==> config.mk <==
export PLATFORM = sky130hd
export DESIGN_NAME = func_scope_tracker
export DESIGN_NICKNAME = d
export VERILOG_FILES = /design/src/rtl/fsd_pkg.sv /design/src/rtl/fsd_sp_shadow.sv /design/src/rtl/fsd_entry_match.sv /design/src/rtl/fsd_frame_track.sv /design/src/rtl/func_scope_tracker.sv
export SDC_FILE = /design/constraint.sdc
export NUM_CORES = 1
export LEC_CHECK = 0
export BUFFER_PORTS_ARGS = -buffer_cell sky130_fd_sc_hd__buf_2
export CAP_MARGIN = 20
export CORE_AREA = 3 3 135 137
export CTS_BUF_LIST = sky130_fd_sc_hd__clkbuf_2
export DETAILED_ROUTE_END_ITERATION = 8
export DIE_AREA = 0 0 138 140
export PLACE_DENSITY = 0.49
export SYNTH_ARGS = -nofsm -noshare
export SYNTH_HDL_FRONTEND = slang
export SYNTH_SLANG_ARGS = --single-unit
==> constraint.sdc <==
create_clock -name clk -period 2.65 [get_ports clk]
set_clock_uncertainty 0.2 [all_clocks]
set_input_delay 0.1325 -clock clk [delete_from_list [all_inputs] [get_ports clk]]
set_output_delay 0.1325 -clock clk [all_outputs]
set_load 0.01 [all_outputs]
==> src/rtl/fsd_pkg.sv <==
package fsd_pkg;
  localparam int WORD_W = 32;
  localparam int IDX_W  = 5;
  typedef logic [WORD_W-1:0] word_t;
  typedef logic [IDX_W-1:0]  ridx_t;

  // Next shadow SP given both write ports; port 2 is applied last.
  function automatic word_t sp_pick(input logic e1, input ridx_t i1, input word_t d1,
                                    input logic e2, input ridx_t i2, input word_t d2,
                                    input word_t cur, input ridx_t sp_idx);
    word_t r;
    r = cur;
    if (e1 && i1 == sp_idx) r = d1;
    if (e2 && i2 == sp_idx) r = d2;
    return r;
  endfunction

  // Address lies in [base, base+len).
  function automatic logic in_window(input word_t a, input word_t base, input word_t len);
    return (a >= base) && ((a - base) < len);
  endfunction

  // Stack has grown by at least size below the frame (no wrap).
  function automatic logic frame_pushed(input word_t sp, input word_t frame, input word_t size);
    logic [WORD_W:0] lhs;
    lhs = {1'b0, sp} + {1'b0, size};
    return lhs <= {1'b0, frame};
  endfunction

  // Stack has been released back to the frame or above.
  function automatic logic frame_popped(input word_t sp, input word_t frame);
    return sp >= frame;
  endfunction
endpackage

==> src/rtl/fsd_sp_shadow.sv <==
module fsd_sp_shadow
  import fsd_pkg::*;
#(
  parameter int    SP_INDEX = 29,
  parameter word_t SP_RESET = '0
) (
  input  logic  clk,
  input  logic  rst_n,
  input  logic  wr1_en,
  input  ridx_t wr1_idx,
  input  word_t wr1_data,
  input  logic  wr2_en,
  input  ridx_t wr2_idx,
  input  word_t wr2_data,
  output word_t sp_q
);
  localparam ridx_t SP_IDX = ridx_t'(SP_INDEX);

  logic hit1, hit2;
  assign hit1 = wr1_en && (wr1_idx == SP_IDX);
  assign hit2 = wr2_en && (wr2_idx == SP_IDX);

  always_ff @(posedge clk) begin
    if (!rst_n) sp_q <= SP_RESET;
    else        sp_q <= sp_pick(wr1_en, wr1_idx, wr1_data, wr2_en, wr2_idx, wr2_data, sp_q, SP_IDX);
  end

  assert_port2_wins_R3: assert property (@(posedge clk) disable iff (!rst_n)
    hit1 && hit2 |=> sp_q == $past(wr2_data));

  assert_other_index_ignored_R2: assert property (@(posedge clk) disable iff (!rst_n)
    !hit1 && !hit2 |=> $stable(sp_q));
endmodule

==> src/rtl/fsd_entry_match.sv <==
module fsd_entry_match
  import fsd_pkg::*;
#(
  parameter word_t FUNC_ADDR      = 32'h8000_0378,
  parameter int    PROLOGUE_BYTES = 12
) (
  input  logic  pc_valid,
  input  word_t pc,
  output logic  start_hit,
  output logic  left_prologue
);
  localparam word_t PRO_LEN = word_t'(PROLOGUE_BYTES);

  assign start_hit     = pc_valid && (pc == FUNC_ADDR);
  assign left_prologue = pc_valid && !in_window(pc, FUNC_ADDR, PRO_LEN);

  always_comb begin
    if (start_hit) assert_hit_not_leaving_R6: assert (!left_prologue || PROLOGUE_BYTES == 0);
  end
endmodule

==> src/rtl/fsd_frame_track.sv <==
module fsd_frame_track
  import fsd_pkg::*;
#(
  parameter int FRAME_BYTES = 32
) (
  input  logic  clk,
  input  logic  rst_n,
  input  logic  pc_valid,
  input  logic  start_hit,
  input  logic  left_prologue,
  input  word_t sp,
  output logic  scope_q,
  output logic  entry_q,
  output logic  exit_q,
  output word_t frame_q
);
  localparam word_t FRAME_SZ = word_t'(FRAME_BYTES);

  logic prologue_q, armed_q;
  logic open_ev, arm_ev, close_ev;

  assign open_ev  = !scope_q && start_hit;
  assign arm_ev   = scope_q && !armed_q && !prologue_q && frame_pushed(sp, frame_q, FRAME_SZ);
  assign close_ev = scope_q && armed_q && frame_popped(sp, frame_q);

  always_ff @(posedge clk) begin
    if (!rst_n) begin
      scope_q    <= 1'b0;
      entry_q    <= 1'b0;
      exit_q     <= 1'b0;
      frame_q    <= '0;
      prologue_q <= 1'b0;
      armed_q    <= 1'b0;
    end else begin
      entry_q <= open_ev;
      exit_q  <= close_ev;
      if (open_ev) begin
        scope_q    <= 1'b1;
        frame_q    <= sp;
        prologue_q <= 1'b1;
        armed_q    <= 1'b0;
      end else if (close_ev) begin
        scope_q    <= 1'b0;
        armed_q    <= 1'b0;
        prologue_q <= 1'b0;
      end else begin
        if (arm_ev) armed_q <= 1'b1;
        if (scope_q && left_prologue) prologue_q <= 1'b0;
      end
    end
  end

  assert_entry_opens_R4: assert property (@(posedge clk) disable iff (!rst_n)
    entry_q |-> scope_q && !$past(scope_q));

  assert_exit_needs_arm_R7: assert property (@(posedge clk) disable iff (!rst_n)
    exit_q |-> !scope_q && $past(armed_q));

  assert_no_arm_in_prologue_R6: assert property (@(posedge clk) disable iff (!rst_n)
    $rose(armed_q) |-> !$past(prologue_q));

  assert_frame_held_R8: assert property (@(posedge clk) disable iff (!rst_n)
    scope_q && $past(scope_q) |-> $stable(frame_q));

  assert_invalid_pc_ignored_R5: assert property (@(posedge clk) disable iff (!rst_n)
    !pc_valid && !scope_q |=> !entry_q);

  assert_pulses_exclusive_R4: assert property (@(posedge clk) disable iff (!rst_n)
    !(entry_q && exit_q));
endmodule

==> src/rtl/func_scope_tracker.sv <==
module func_scope_tracker
  import fsd_pkg::*;
#(
  parameter logic [31:0] FUNC_ADDR      = 32'h8000_0378,
  parameter int          FRAME_BYTES    = 32,
  parameter int          PROLOGUE_BYTES = 12,
  parameter int          SP_INDEX       = 29,
  parameter logic [31:0] SP_RESET       = 32'h0
) (
  input  logic        clk,
  input  logic        rst_n,
  input  logic        pc_valid,
  input  logic [31:0] pc,
  input  logic        wr1_en,
  input  logic [4:0]  wr1_idx,
  input  logic [31:0] wr1_data,
  input  logic        wr2_en,
  input  logic [4:0]  wr2_idx,
  input  logic [31:0] wr2_data,
  output logic        scope_active,
  output logic        entry_pulse,
  output logic        exit_pulse,
  output logic [31:0] frame_ptr
);
  word_t sp_shadow;
  logic  start_hit, left_prologue;

  fsd_sp_shadow #(.SP_INDEX(SP_INDEX), .SP_RESET(SP_RESET)) u_sp (
    .clk(clk), .rst_n(rst_n),
    .wr1_en(wr1_en), .wr1_idx(wr1_idx), .wr1_data(wr1_data),
    .wr2_en(wr2_en), .wr2_idx(wr2_idx), .wr2_data(wr2_data),
    .sp_q(sp_shadow)
  );

  fsd_entry_match #(.FUNC_ADDR(FUNC_ADDR), .PROLOGUE_BYTES(PROLOGUE_BYTES)) u_match (
    .pc_valid(pc_valid), .pc(pc),
    .start_hit(start_hit), .left_prologue(left_prologue)
  );

  fsd_frame_track #(.FRAME_BYTES(FRAME_BYTES)) u_track (
    .clk(clk), .rst_n(rst_n), .pc_valid(pc_valid),
    .start_hit(start_hit), .left_prologue(left_prologue), .sp(sp_shadow),
    .scope_q(scope_active), .entry_q(entry_pulse), .exit_q(exit_pulse), .frame_q(frame_ptr)
  );
endmodule

==> metrics.txt <==
Critical Path Source Type register; R2R depth 11; CTS root buffer clkbuf_2; max_cap viols 0; vias in the first global route 5,617; EDFF count, synth 0; Worst setup EP type register; Nets 1,060; Synth Warn # 0; total CTS buffers 9; Die H 140 um; CTS Buffer Depth 2; via count 5,481; CTS tree done; Pre-antenna DRT Iters 4; Reg-to-Reg Start u_sp.sp_q[5]$_SDFFE_PN0P_; DR vias/cell 4.90; Yosys top cell by area dfxtp_1; register bit count reported by yosys 69; final HPWL from detailed placement 12.5 mm; hold path depth 2; Crit path arrival time 3.17 ns; worst-skew pair later-pin latency 0.56 ns; # setup viols final 4; core area 17,200 um^2; Achievable Freq 0.344 GHz; min-delay worst type in2reg; Syn Area/Cell 8.29 um^2; GRT Total Usage 0.169; # fillers 1,774; first-pass GRT wire length 27.2 mm; Rel. slew slack 0.703; crit-path most repeated cell buf_4; Hold Crit Endpoint u_track.frame_q[7]$_SDFFE_PN0P_; Final WS setup -0.255 ns; Slew Limit Fails 0; H-tree depth 3; unrepaired setup endpoints after global routing true; sequential share of the synthesized area 0.271; Total Wirelength 16.4 mm; routability congestion estimate 0.845; hold path startpoint rst_n; DIE AREA 19,300 um^2; Top FF cell, synth dfxtp_1; delay of the slowest cell on the worst path 0.57 ns; Post-Syn Area 5090 um^2; die width 138 um; family with the most delay on the worst path simple AND/OR/NAND/NOR gates; final period utilization 1.10; DRC 0; initial antenna violation count 1; pin count of the biggest net entering global routing 65; clock slew at reported path FFs 0.21 ns; R2R Setup Slk -0.26 ns; Max VDD drop 134 uV; post-synth top area share 0.271; Req. time, crit path 2.91 ns; critical path startpoint u_sp.sp_q[5]$_SDFFE_PN0P_; layout cells sized above 1 0.307; failing checks negative hold slack, negative setup slack; share of flip-flops with an asynchronous set or reset 0; leakage dissipation 0.00372 uW; outcome complete, but fails checks; slew at the pin with the worst max-slew slack 0.443 ns; synth cell count leaders nand2_1, dfxtp_1, ha_1; count leader, synth nand2_1; Buf/Inv on CP 3; CP Class reg2reg; GRT Residual Overflow 0; hold_ws -0.198 ns; syn nets 786; row count 48; initial cell density of the core 0.296; CTS sink count 69; critical path, cell by cell buf_4 -> inv_1 -> ha_1 -> nor2b_1 -> o211ai_1 -> a211oi_1 -> or4b_4 -> a2111oi_4 -> buf_4 -> o21ai_1 -> and2_1; Distinct cells, synth 49; Post-Synthesis Cells 614; crit path max-delay cell type or4b_4; Final min period 2.91 ns; Power Dens Cells 263 nW/um^2; number of port buffers 145; WL per Instance 14.7 um; IO Count 146; top cells by area, synth dfxtp_1, ha_1, nand2_1; Hold Vio Cnt, Final 10; DR iter-0 viols 283; post-route ant nets 0; hold buffer count at CTS 72; reg2reg end u_track.exit_q$_SDFF_PN0_; Worst Path Max Fanout 4; post-place setup slack -0.393 ns; area growth from synthesis to layout 47.5%
sequential cells by signal, indices dropped and copies added (netlist names):
signal / flops
u_sp.sp_q: 32
u_track.armed_q: 1
u_track.entry_q: 1
u_track.exit_q: 1
u_track.frame_q: 32
u_track.prologue_q: 1
u_track.scope_q: 1
through the flow:
step	util	cell area (um^2)	instances	total power, uW	TNS (ns)
detailed placement	0.382	6570	1025	1400	-1.44
global placement	0.382	6570	1025	1390	-1.46
finish	0.437	7510	1119	1980	-0.979
global route	0.437	7510	1119	2100	-1.59
CTS	0.434	7460	1115	2000	-0.943
floorplan	-	5110	614	1240	-0.0422
cell type report:
class                      instances  area [um^2]  area share
clock buffer                      10         50.0     0.00666
sequential                        69         1400       0.186
antenna                            1         2.50    0.000333
tap                              225          282      0.0375
inverter                          40          150      0.0200
timing repair buffer             289         2020       0.269
clock inverter                     6         30.0     0.00400
multi-input combinational        479         3580       0.476
what timing repair did:
item / in CTS / in global routing
pin swaps: 11 / 13
endpoints found under the hold margin: 69 / 10
buffers inserted: 2 / 3
endpoints found under the setup margin: 4 / 4
gates resized for setup: 21 / 9
cell families after synthesis:
kind of cell,count (synthesis),synth area share
flops,69,0.271
xor+xnor,27,0.0464
mux,29,0.0570
compound gates,135,0.203
simple gates,227,0.221
buf+inv,66,0.0521
fa+ha+maj,61,0.150
cells in the final DEF, fill, tap and decap left out, drive strengths merged, types with 17 or more instances in the layout:
cell type / instances
nand2: 119
inv: 40
xnor2: 19
o211a: 32
dlygate4sd3: 72
nand3: 17
dfxtp: 69
buf: 217
a21boi: 34
ha: 61
nand4: 22
a21oi: 25
mux2i: 29
power breakdown:
| group | leakage [uW] | switching, uW | internal [uW] |
|---|---|---|---|
| sequential | 0.000563 | 9.16 | 1050 |
| combinational | 0.00310 | 176 | 234 |
| clock | 0.0000566 | 394 | 116 |
worst max-delay path by stage:
stage	end	slack (ns)	cells past startpoint
global placement	u_track.prologue_q$_SDFFE_PN0P_	-0.38	9
detailed placement	u_track.prologue_q$_SDFFE_PN0P_	-0.39	9
global route	u_track.prologue_q$_SDFFE_PN0P_	-0.44	9
floorplan	u_track.armed_q$_SDFFE_PP0P_	-0.04	13
CTS	u_track.prologue_q$_SDFFE_PN0P_	-0.25	9
finish	u_track.exit_q$_SDFF_PN0_	-0.26	11
routing by layer:
metal	vias to the layer above	global-route usage	wire, um
met2	129	0.292	7920
met3	19	0.0358	765
met5	-	0	0
met1	2568	0.211	7490
met4	0	0.0541	243
li1	2765	-	-
(Power assumes the default switching activity.)
